[src/rtl/rit_pkg.sv]
package rit_pkg;

  typedef enum logic [1:0] {
    MODE_OFF     = 2'd0,
    MODE_COUNT   = 2'd1,
    MODE_PARTIAL = 2'd2,
    MODE_FULL    = 2'd3
  } rit_mode_e;

  localparam int unsigned RIT_MAX_DEPTH = 32;

endpackage

[src/rtl/rit_nest_counter.sv]
module rit_nest_counter #(
  parameter int unsigned CNT_W = 5
) (
  input  logic clk,
  input  logic rst_n,
  input  logic en,
  input  logic clr,
  input  logic inc,
  input  logic dec,
  output logic nonzero
);

  localparam logic [CNT_W-1:0] CNT_MAX = {CNT_W{1'b1}};

  logic [CNT_W-1:0] cnt_q;
  logic             at_max;
  logic             at_zero;
  logic             step_up;
  logic             step_dn;

  assign at_max  = (cnt_q == CNT_MAX);
  assign at_zero = (cnt_q == '0);
  assign step_up = en && inc && !dec && !at_max;
  assign step_dn = en && dec && !inc && !at_zero;
  assign nonzero = !at_zero;

  always_ff @(posedge clk or negedge rst_n) begin
    if (!rst_n)       cnt_q <= '0;
    else if (clr)     cnt_q <= '0;
    else if (step_up) cnt_q <= cnt_q + 1'b1;
    else if (step_dn) cnt_q <= cnt_q - 1'b1;
  end

  assert_no_overflow_R3: assert property (@(posedge clk) disable iff (!rst_n)
    (at_max && inc && !dec && !clr) |=> at_max);

  assert_no_underflow_R3: assert property (@(posedge clk) disable iff (!rst_n)
    (at_zero && dec && !inc && !clr) |=> at_zero);

  assert_sync_clears_count_R9: assert property (@(posedge clk) disable iff (!rst_n)
    clr |=> at_zero);

  assert_frozen_when_off_R1: assert property (@(posedge clk) disable iff (!rst_n)
    (!en && !clr) |=> $stable(cnt_q));

endmodule

[src/rtl/rit_ret_stack.sv]
module rit_ret_stack #(
  parameter int unsigned W     = 31,
  parameter int unsigned DEPTH = 8
) (
  input  logic         clk,
  input  logic         rst_n,
  input  logic         clr,
  input  logic         push,
  input  logic [W-1:0] push_data,
  input  logic         pop,
  output logic [W-1:0] top_data,
  output logic         empty
);

  localparam int unsigned PTR_W = (DEPTH > 1) ? $clog2(DEPTH) : 1;
  localparam int unsigned OCC_W = $clog2(DEPTH + 1);
  localparam logic [PTR_W-1:0] PTR_LAST = PTR_W'(DEPTH - 1);
  localparam logic [OCC_W-1:0] OCC_FULL = OCC_W'(DEPTH);

  function automatic logic [PTR_W-1:0] ptr_fwd(input logic [PTR_W-1:0] p);
    return (p == PTR_LAST) ? '0 : p + 1'b1;
  endfunction

  function automatic logic [PTR_W-1:0] ptr_back(input logic [PTR_W-1:0] p);
    return (p == '0) ? PTR_LAST : p - 1'b1;
  endfunction

  logic [W-1:0]     slot_q [DEPTH];
  logic [PTR_W-1:0] wr_ptr_q;
  logic [OCC_W-1:0] occ_q;
  logic [PTR_W-1:0] top_idx;
  logic             full;
  logic             do_push;
  logic             do_pop;

  assign top_idx  = ptr_back(wr_ptr_q);
  assign top_data = slot_q[top_idx];
  assign empty    = (occ_q == '0);
  assign full     = (occ_q == OCC_FULL);
  assign do_push  = push && !clr;
  assign do_pop   = pop && !clr && !empty;

  always_ff @(posedge clk or negedge rst_n) begin
    if (!rst_n) begin
      wr_ptr_q <= '0;
      occ_q    <= '0;
    end else if (clr) begin
      wr_ptr_q <= '0;
      occ_q    <= '0;
    end else if (do_push && !do_pop) begin
      wr_ptr_q <= ptr_fwd(wr_ptr_q);
      if (!full) occ_q <= occ_q + 1'b1;
    end else if (do_pop && !do_push) begin
      wr_ptr_q <= top_idx;
      occ_q    <= occ_q - 1'b1;
    end
  end

  always_ff @(posedge clk) begin
    if (do_push && do_pop)  slot_q[top_idx]  <= push_data;
    else if (do_push)       slot_q[wr_ptr_q] <= push_data;
  end

  assert_push_lands_on_top_R4: assert property (@(posedge clk) disable iff (!rst_n)
    (push && !pop && !clr) |=> (top_data == $past(push_data)) && !empty);

  assert_full_stays_full_R8: assert property (@(posedge clk) disable iff (!rst_n)
    (full && push && !pop && !clr) |=> full);

  assert_pop_shrinks_R6: assert property (@(posedge clk) disable iff (!rst_n)
    (pop && !push && !clr && !empty) |=> (occ_q == $past(occ_q) - 1'b1));

  assert_empty_pop_noop_R7: assert property (@(posedge clk) disable iff (!rst_n)
    (empty && pop && !push && !clr) |=> empty);

  assert_clear_empties_R9: assert property (@(posedge clk) disable iff (!rst_n)
    clr |=> empty);

endmodule

[src/rtl/rit_ret_judge.sv]
module rit_ret_judge
  import rit_pkg::*;
#(
  parameter int unsigned KEY_W     = 31,
  parameter int unsigned PART_BITS = 12
) (
  input  rit_mode_e        mode,
  input  logic             ret,
  input  logic             seen,
  input  logic             sync,
  input  logic             cnt_nonzero,
  input  logic             stk_empty,
  input  logic [KEY_W-1:0] top_key,
  input  logic [KEY_W-1:0] tgt_key,
  output logic             inferable
);

  function automatic logic keys_match(input logic [KEY_W-1:0] a,
                                      input logic [KEY_W-1:0] b,
                                      input logic             low_only);
    logic [KEY_W-1:0] mask;
    mask = low_only ? KEY_W'((64'd1 << PART_BITS) - 64'd1) : {KEY_W{1'b1}};
    return ((a ^ b) & mask) == '0;
  endfunction

  logic predicted;

  always_comb begin
    unique case (mode)
      MODE_COUNT:   predicted = cnt_nonzero;
      MODE_PARTIAL: predicted = !stk_empty && keys_match(top_key, tgt_key, 1'b1);
      MODE_FULL:    predicted = !stk_empty && keys_match(top_key, tgt_key, 1'b0);
      default:      predicted = 1'b0;
    endcase
  end

  assign inferable = ret && seen && !sync && predicted;

endmodule

[src/rtl/ret_infer_tracker.sv]
module ret_infer_tracker
  import rit_pkg::*;
#(
  parameter int unsigned ADDR_W    = 32,
  parameter int unsigned DEPTH     = 8,
  parameter int unsigned PART_BITS = 12,
  parameter int unsigned CNT_W     = 5
) (
  input  logic              clk,
  input  logic              rst_n,
  input  logic [1:0]        mode_i,
  input  logic              sync_i,
  input  logic              call_i,
  input  logic [ADDR_W-1:0] call_pc_i,
  input  logic              call_compressed_i,
  input  logic              ret_i,
  input  logic [ADDR_W-1:0] ret_target_i,
  input  logic              ret_call_seen_i,
  output logic              ret_inferable_o,
  output logic              ret_explicit_o
);

  localparam int unsigned KEY_W = ADDR_W - 1;

  generate
    if (DEPTH < 1 || DEPTH > RIT_MAX_DEPTH) begin : g_bad_depth
      $error("ret_infer_tracker: DEPTH must be 1..32 (R13)");
    end
    if (PART_BITS < 1 || PART_BITS > KEY_W) begin : g_bad_part
      $error("ret_infer_tracker: PART_BITS out of range");
    end
  endgenerate

  function automatic logic [ADDR_W-1:0] link_addr(input logic [ADDR_W-1:0] pc,
                                                  input logic              short_op);
    return pc + (short_op ? ADDR_W'(2) : ADDR_W'(4));
  endfunction

  rit_mode_e        mode;
  logic             count_mode;
  logic             stack_mode;
  logic [ADDR_W-1:0] link_full;
  logic [KEY_W-1:0] push_key;
  logic [KEY_W-1:0] tgt_key;
  logic [KEY_W-1:0] top_key;
  logic             stk_empty;
  logic             cnt_nonzero;
  logic             ev_push;
  logic             ev_pop;
  logic             unused_bit0;

  assign mode        = rit_mode_e'(mode_i);
  assign count_mode  = (mode == MODE_COUNT);
  assign stack_mode  = (mode == MODE_PARTIAL) || (mode == MODE_FULL);
  assign link_full   = link_addr(call_pc_i, call_compressed_i);
  assign push_key    = link_full[ADDR_W-1:1];
  assign tgt_key     = ret_target_i[ADDR_W-1:1];
  assign unused_bit0 = link_full[0] ^ ret_target_i[0];
  assign ev_push     = call_i && stack_mode;
  assign ev_pop      = ret_i && stack_mode;

  rit_nest_counter #(.CNT_W(CNT_W)) u_counter (
    .clk     (clk),
    .rst_n   (rst_n),
    .en      (count_mode),
    .clr     (sync_i),
    .inc     (call_i),
    .dec     (ret_i),
    .nonzero (cnt_nonzero)
  );

  rit_ret_stack #(.W(KEY_W), .DEPTH(DEPTH)) u_stack (
    .clk       (clk),
    .rst_n     (rst_n),
    .clr       (sync_i),
    .push      (ev_push),
    .push_data (push_key),
    .pop       (ev_pop),
    .top_data  (top_key),
    .empty     (stk_empty)
  );

  rit_ret_judge #(.KEY_W(KEY_W), .PART_BITS(PART_BITS)) u_judge (
    .mode        (mode),
    .ret         (ret_i),
    .seen        (ret_call_seen_i),
    .sync        (sync_i),
    .cnt_nonzero (cnt_nonzero),
    .stk_empty   (stk_empty),
    .top_key     (top_key),
    .tgt_key     (tgt_key),
    .inferable   (ret_inferable_o)
  );

  assign ret_explicit_o = ret_i && !ret_inferable_o;

  assert_input_no_call_ret_overlap: assert property (@(posedge clk) disable iff (!rst_n)
    !(call_i && ret_i));

  assert_off_never_infers_R1: assert property (@(posedge clk) disable iff (!rst_n)
    (mode == MODE_OFF) |-> !ret_inferable_o);

  assert_count_infers_only_nested_R2: assert property (@(posedge clk) disable iff (!rst_n)
    (count_mode && ret_inferable_o) |-> cnt_nonzero);

  assert_stack_infers_only_nonempty_R7: assert property (@(posedge clk) disable iff (!rst_n)
    (stack_mode && ret_inferable_o) |-> !stk_empty);

  assert_full_match_exact_R4: assert property (@(posedge clk) disable iff (!rst_n)
    (mode == MODE_FULL && ret_inferable_o) |-> (top_key == tgt_key));

  assert_unseen_call_not_inferred_R10: assert property (@(posedge clk) disable iff (!rst_n)
    !ret_call_seen_i |-> !ret_inferable_o);

  assert_sync_cycle_not_inferred_R9: assert property (@(posedge clk) disable iff (!rst_n)
    sync_i |-> !ret_inferable_o);

  assert_outputs_idle_R11: assert property (@(posedge clk) disable iff (!rst_n)
    !ret_i |-> (!ret_inferable_o && !ret_explicit_o));

  assert_reset_state_R12: assert property (@(posedge clk)
    $rose(rst_n) |-> (stk_empty && !cnt_nonzero));

endmodule

[config.mk]
export PLATFORM = sky130hd
export DESIGN_NAME = ret_infer_tracker
export DESIGN_NICKNAME = d
export VERILOG_FILES = /design/src/rtl/rit_pkg.sv /design/src/rtl/rit_nest_counter.sv /design/src/rtl/rit_ret_stack.sv /design/src/rtl/rit_ret_judge.sv /design/src/rtl/ret_infer_tracker.sv
export SDC_FILE = /design/constraint.sdc
export NUM_CORES = 1
export LEC_CHECK = 0
export BUFFER_PORTS_ARGS = -buffer_cell sky130_fd_sc_hd__buf_2
export CAP_MARGIN = 20
export CORE_MARGIN = 2
export CORE_UTILIZATION = 35
export CTS_CLUSTER_DIAMETER = 30
export CTS_CLUSTER_SIZE = 25
export DETAILED_ROUTE_END_ITERATION = 10
export PLACE_DENSITY = 0.55
export SETUP_SLACK_MARGIN = 0.3
export SLEW_MARGIN = 10
export SYNTH_ARGS = -nofsm -noshare
export SYNTH_HDL_FRONTEND = slang
export SYNTH_SLANG_ARGS = --single-unit
[constraint.sdc]
create_clock -name clk -period 4.8 [get_ports clk]
set_clock_uncertainty 0.2 [all_clocks]
set_input_delay 0.96 -clock clk [delete_from_list [all_inputs] [get_ports clk]]
set_output_delay 0.96 -clock clk [all_outputs]
set_load 0.02 [all_outputs]
==> flow_metrics.env, run 1 <==
export IMPL_status="complete, but fails checks"
export IMPL_violations="setup timing"
export IMPL_drt_pass1_iterations=5
export IMPL_cts_max_level=2
export IMPL_max_cap_viol_count=0
export IMPL_synth_fp_nets=779
export IMPL_drtIter0Drc=480
export IMPL_hold_viol_final=0
export IMPL_yosysWarnings=0
export IMPL_timing_final_crit_share_pct=102.1
export IMPL_criticalPathCategory="register to output pin"
export IMPL_regArea_um2=7747
export IMPL_place_inst=1226
export IMPL_worstSetupEndpoint="ret_explicit_o"
export IMPL_post_place_ws_ns=0.09450
export IMPL_n_fill_cell=2875
export IMPL_design_die_area_um2=34140
export IMPL_crit_fanout=7
export IMPL_nets=937
export IMPL_layout_drive_gt1_share_pct=34.20
export IMPL_dpl_hpwl_mm=16.93
export IMPL_crit_path_start="u_stack.wr_ptr_q[0]"
export IMPL_worst_pin_slew_ns=0.9484
export IMPL_cts_buffer_depth=3
export IMPL_chipWidth_um=184.8
export IMPL_cts_reportedPaths_clkPinSlew_ns=0.05
export IMPL_netlist_area_um2=11440
export IMPL_finalSetupViolations=2
export IMPL_seq_area_frac_synth_pct=67.73
export IMPL_hold_class="primary input to asynchronous set/reset pin"
export IMPL_power_density_nw_per_um2=511.3
export IMPL_gp_congestion=0.7327
export IMPL_grt_pass1_wl_mm=41.23
export IMPL_critPathArrivalTime_ns=3.74
export IMPL_syn_to_final_growth_pct=29.16
export IMPL_synth_cells=692
export IMPL_tritoncts="yes"
export IMPL_numClockSinks=260
export IMPL_grt_max_degree=34
export IMPL_avgSynthCellArea_um2=16.53
export IMPL_row_count=66
export IMPL_fin_area_um2=14770
export IMPL_worst_setup_path_end_kind="output pin"
export IMPL_cp_required_ns=3.64
export IMPL_die_h_um=184.8
export IMPL_wirelength_mm=27.20
export IMPL_postRouteAntennaNets=0
export IMPL_grt_usage_pct=16.48
export IMPL_reg2reg_from="u_stack.occ_q[1]"
export IMPL_via_per_inst=5.046
export IMPL_fin_tns_setup_ns=-0.1891
export IMPL_antenna_found_initial=0
export IMPL_critPathLaunchType="register"
export IMPL_multiInputGateArea_um2=3771
export IMPL_route_detailed_drc=0
export IMPL_ys_flop_type="edfxtp_1"
export IMPL_wl_per_cell_um=20.44
export IMPL_synth_distinct_cells=58
export IMPL_synth_ff_latch_count=260
export IMPL_start_util_pct=35.34
export IMPL_max_freq_ghz=0.2041
export IMPL_placed_area_um2=12720
export IMPL_vias=6716
export IMPL_core_um2=32370
export IMPL_fin_ws_ns=-0.1002
export IMPL_portBuffers=72
export IMPL_utilization_pct=45.64
export IMPL_numCtsBuffers=51
export IMPL_grt_setup_unrepaired="true"
export IMPL_worstRegToRegCells=8
export IMPL_ios=75
export IMPL_synthArstFlopShare_pct=4.615
export IMPL_drv_slew=0
export IMPL_synth_edff_count=248
export IMPL_r2r_end="u_stack.slot_q[4][6]"
export IMPL_layout_min_cycle_time_ns=4.900
export IMPL_ir_worst_vdd_v=0.0002872
export IMPL_timing_reg2reg_setup_slack_ns=1.40
export IMPL_slew_headroom_pct=36.23
export IMPL_grt_overflow_total=0
export IMPL_diodes=0
export IMPL_p_leak_nw=5.119
export IMPL_clk_latency_ns=0.54
export IMPL_grt_pass1_vias=6828
export IMPL_instances_no_fill=1331
export IMPL_cts_root_buf="clkbuf_16"
[metal layers]
layer  wire length [um]  global-route usage (%)  part of all wire (%)
met2              12630                   25.75                    46
met5                  0                       0                     0
met3               1397                   3.166                   5.1
met4                542                   5.270                   2.0
met1              12640                   23.31                    46
[power breakdown]
group | switching, W | internal, W | leakage [nW] | total, W
Clock | 0.00115 | 0.00235 | 0.828 | 0.00350
Combinational | 0.000765 | 0.000682 | 1.90 | 0.00145
Sequential | 0.0000347 | 0.00257 | 2.39 | 0.00261
Total | 0.00195 | 0.00560 | 5.12 | 0.00755
[per-stage QoR]
step	power, W	hold WS (ns)
after detailed placement	0.003972	0.3599
final	0.007554	0.1103
after global placement	0.003961	0.3461
after floorplan	0.003506	0.3017
after CTS	0.007588	0.09725
after global routing	0.007864	0.1061
[placed cells by master (no fill, tap or decap), types with 5 or more instances in the layout]
cell        count
o21ai_0        20
and3_1          8
buf_2          70
nand2_1        32
nor3_1         15
bufinv_16       7
xor2_1         21
dfrtp_1        12
a21oi_1        20
nand3_1        28
xnor2_2         7
xnor2_1        50
mux2i_1         9
mux4_2         52
clkinv_1       11
clkbuf_16      52
clkinvlp_4      5
edfxtp_1      248
buf_12          9
inv_1          12
a31oi_1         5
clkinv_2        6
nor2_1         22
ha_1            9
nor2b_1         6
nor2_4          9
nand4_1         8
buf_4          46
[worst max-delay path, stage by stage (launching register included)]
cell	delay, ns
dfrtp_1	0.39
inv_2	0.11
ha_4	0.18
nand2b_4	0.09
nand2_8	0.12
buf_12	0.15
buf_4	0.13
mux4_2	0.50
or2_1	0.23
a2111oi_2	0.30
nor2_1	0.12
a311oi_2	0.27
a41oi_2	0.23
o21a_1	0.23
buf_6	0.13
[cells by family after synthesis]
family                   synth area share (%)
flip-flops                              67.73
AND/OR/NAND/NOR                         7.099
AO/OA/AOI/OAI                           4.715
XOR/XNOR                                5.972
multiplexers                            11.20
buffers and inverters                   1.553
adder cells (fa/ha/maj)                 1.728
[synthesized netlist by cell type (12+ instances only)]
master	n	area (um^2)
nor3_1	17	85.08
a21oi_1	21	105.1
edfxtp_1	248	7447
mux4_2	52	1171
inv_1	14	52.55
xnor2_1	57	499.2
o21ai_0	20	100.1
nand3_1	29	145.1
dfrtp_1	12	300.3
nor2_1	30	112.6
clkbuf_1	12	45.04
xor2_1	21	183.9
nand2_1	32	120.1
[worst min path at each step]
| stage | start | endpoint | slack (ns) | depth (start not counted) |
|---|---|---|---|---|
| after floorplan | u_stack.occ_q[2] | u_stack.occ_q[2] | 0.30 | 2 |
| after global placement | u_stack.occ_q[2] | u_stack.occ_q[2] | 0.35 | 2 |
| after detailed placement | u_counter.cnt_q[4] | u_counter.cnt_q[4] | 0.36 | 2 |
| after CTS | rst_n | u_stack.occ_q[0] | 0.1 | 1 |
| after global routing | rst_n | u_counter.cnt_q[2] | 0.11 | 1 |
| final | rst_n | u_counter.cnt_q[2] | 0.11 | 1 |
[registers in the layout (all words and copies together), names as in the netlist]
signal            cells
u_stack.slot_q      248
u_counter.cnt_q       5
u_stack.occ_q         4
u_stack.wr_ptr_q      3
[timing repair]
| action | in CTS | in global routing |
|---|---|---|
| endpoints found under the setup margin | 2 | 2 |
| setup buffers | 8 | 5 |
| hold buffers | 0 | 0 |
| gates cloned | 0 | 0 |
| gates resized for setup | 24 | 15 |
| pin swaps | 9 | 4 |
[cell type report]
cell class | count | share of cell area (%)
sequential | 260 | 52.44
multi-input combinational | 393 | 25.53
clock buffer | 56 | 8.909
timing repair buffer | 128 | 6.182
tap | 442 | 3.743
clock inverter | 36 | 2.795
inverter | 16 | 0.4065
(Power assumes the default switching activity.)
==> run 2: changes to the inputs <==
--- a/config.mk
+++ b/config.mk
@@ -7,6 +7,7 @@
 export LEC_CHECK = 0
 export BUFFER_PORTS_ARGS = -buffer_cell sky130_fd_sc_hd__buf_2
 export CAP_MARGIN = 20
+export CORE_ASPECT_RATIO = 0.8
 export CORE_MARGIN = 2
 export CORE_UTILIZATION = 35
 export CTS_CLUSTER_DIAMETER = 30
==> flow_metrics.env, run 2 (synthesis results as in run 1) <==
export IMPL_via_per_inst=5.044
export IMPL_critPathLaunchType="register"
export IMPL_tritoncts="yes"
export IMPL_die_h_um=165.7
export IMPL_route_detailed_drc=0
export IMPL_ir_worst_vdd_v=0.0002818
export IMPL_final_cell_mix="248 x edfxtp_1, 71 x buf_2, 55 x xnor2_1, 55 x clkbuf_16, 52 x mux4_2"
export IMPL_criticalPathCategory="register to output pin"
export IMPL_grt_overflow_total=0
export IMPL_critical_path_top_delay_family="compound AO/OA/AOI/OAI gates"
export IMPL_timing_reg2reg_setup_slack_ns=1.62
export IMPL_regMostFlops="u_stack.slot_q"
export IMPL_reg2reg_from="u_stack.occ_q[1]"
export IMPL_reg_top3="u_stack.slot_q (248), u_counter.cnt_q (5), u_stack.occ_q (4)"
export IMPL_final_common_cell="edfxtp_1"
export IMPL_cts_root_buf="clkbuf_16"
export IMPL_violations="setup timing"
export IMPL_layout_drive_gt1_share_pct=33.48
export IMPL_drtIter0Drc=506
export IMPL_max_cap_viol_count=0
export IMPL_wirelength_mm=26.91
export IMPL_antenna_found_initial=1
export IMPL_max_freq_ghz=0.2063
export IMPL_grt_max_degree=32
export IMPL_place_inst=1213
export IMPL_critPathSlowestCell="mux4_2"
export IMPL_critPathArrivalTime_ns=3.69
export IMPL_worstRegToRegCells=10
export IMPL_worst_pin_slew_ns=0.9632
export IMPL_status="complete, but fails checks"
export IMPL_nets=940
export IMPL_grt_pass1_wl_mm=40.82
export IMPL_finalPower_w=0.007686
export IMPL_finalSetupViolations=2
export IMPL_chipWidth_um=206.1
export IMPL_postCtsHoldBufs=0
export IMPL_crit_fanout=9
export IMPL_crit_path_start="u_stack.wr_ptr_q[1]"
export IMPL_numClockSinks=260
export IMPL_worst_path_largest_cell_delay_ns=0.51
export IMPL_row_count=59
export IMPL_wl_per_cell_um=20.32
export IMPL_utilization_pct=45.60
export IMPL_portBuffers=72
export IMPL_design_die_area_um2=34150
export IMPL_largest_reg_flops=248
export IMPL_worst_setup_path_end_kind="output pin"
export IMPL_numCtsBuffers=54
export IMPL_ios=75
export IMPL_grt_met2_usage_pct=25.01
export IMPL_path_common_cell="buf_12"
export IMPL_drt_pass1_iterations=5
export IMPL_drv_slew=0
export IMPL_p_leak_nw=5.153
export IMPL_cts_reportedPaths_clkPinSlew_ns=0.04
export IMPL_grt_setup_unrepaired="true"
export IMPL_clk_latency_ns=0.54
export IMPL_busiest_layer="met2"
export IMPL_hold_class="primary input to asynchronous set/reset pin"
export IMPL_met3_usage_pct=2.873
export IMPL_dpl_hpwl_mm=17.19
export IMPL_cp_required_ns=3.64
export IMPL_syn_to_final_growth_pct=28.90
export IMPL_slew_headroom_pct=35.24
export IMPL_cp_num_buf_inv=4
export IMPL_cp_cell_sequence="inv_2 > ha_4 > nand2b_4 > nand2_8 > buf_12 > buf_12 > mux4_2 > or2_1 > a2111oi_2 > nor2_1 > a311oi_2 > a41oi_2 > o21a_1 > buf_2"
export IMPL_gp_congestion=0.7430
export IMPL_grt_usage_pct=16.01
export IMPL_grt_pass1_vias=6770
export IMPL_start_util_pct=35.38
export IMPL_r2r_end="u_stack.slot_q[4][12]"
export IMPL_fin_ws_ns=-0.04703
export IMPL_gr_usage_met1_pct=22.95
export IMPL_layout_min_cycle_time_ns=4.847
export IMPL_vias=6678
export IMPL_timing_final_crit_share_pct=101.0
export IMPL_power_density_nw_per_um2=521.3
export IMPL_core_um2=32330
export IMPL_cts_buffer_depth=3
export IMPL_cts_max_level=2
export IMPL_hold_viol_final=0
export IMPL_instances_no_fill=1324
export IMPL_postRouteAntennaNets=0
==> run 2: power by group <==
part | switching, W | internal [W] | total, W
Combinational | 0.000736 | 0.000642 | 0.00138
Sequential | 0.0000352 | 0.00257 | 0.00261
Clock | 0.00118 | 0.00252 | 0.00370
==> run 2: worst max path at each step <==
stage                                 end  slack, ns  cells after the start
after floorplan           ret_inferable_o       0.37                     14
after CTS                  ret_explicit_o      -0.07                     14
after detailed placement   ret_explicit_o       0.11                     15
after global routing       ret_explicit_o      -0.23                     15
after global placement     ret_explicit_o       0.13                     15
final                      ret_explicit_o      -0.05                     14
==> run 2: area by class of cell <==
cell class,instances,area [um^2]
Fill cell,2847,17590
Multi-Input combinational cell,393,3656
Clock buffer,62,1403
Timing Repair Buffer,128,899.6
Clock inverter,37,441.7
Antenna cell,1,2.502
Sequential cell,260,7747
Tap cell,427,534.3
Inverter,16,60.06
==> run 2: through the flow <==
stage	hold slack, ns	setup TNS [ns]	setup slack [ns]	cell area, um^2
final	0.1049	-0.07487	-0.04703	14740
after global routing	0.1122	-0.4335	-0.2285	14740
after CTS	0.1060	-0.1054	-0.06613	14730
after detailed placement	0.3489	0	0.1088	12710
after global placement	0.3432	0	0.1278	12710
after floorplan	0.3017	0	0.3744	11440
==> run 2: per-layer routing <==
layer	part of all wire, %	up-vias	routed length (um)
met5	0	-	0
met4	1.6	0	432
met3	4.5	40	1220
met2	47	157	12730
met1	47	3387	12530
li1	-	3094	-
==> run 2: repair_timing <==
action	in CTS	in global routing
setup buffers	10	1
pin swaps	7	3
setup endpoints to repair	2	2
gates resized for setup	21	0
==> run 2: worst register-to-register path, stage by stage, from the launching register on <==
cell     delay (ns)
dfrtp_1        0.44
o41ai_1        0.58
nor3_1         0.09
buf_4          0.18
nor3_2         0.14
buf_4          0.18
inv_2          0.11
nor3_1         0.14
a31oi_1        0.12
nor2_4         0.14
buf_4          0.49
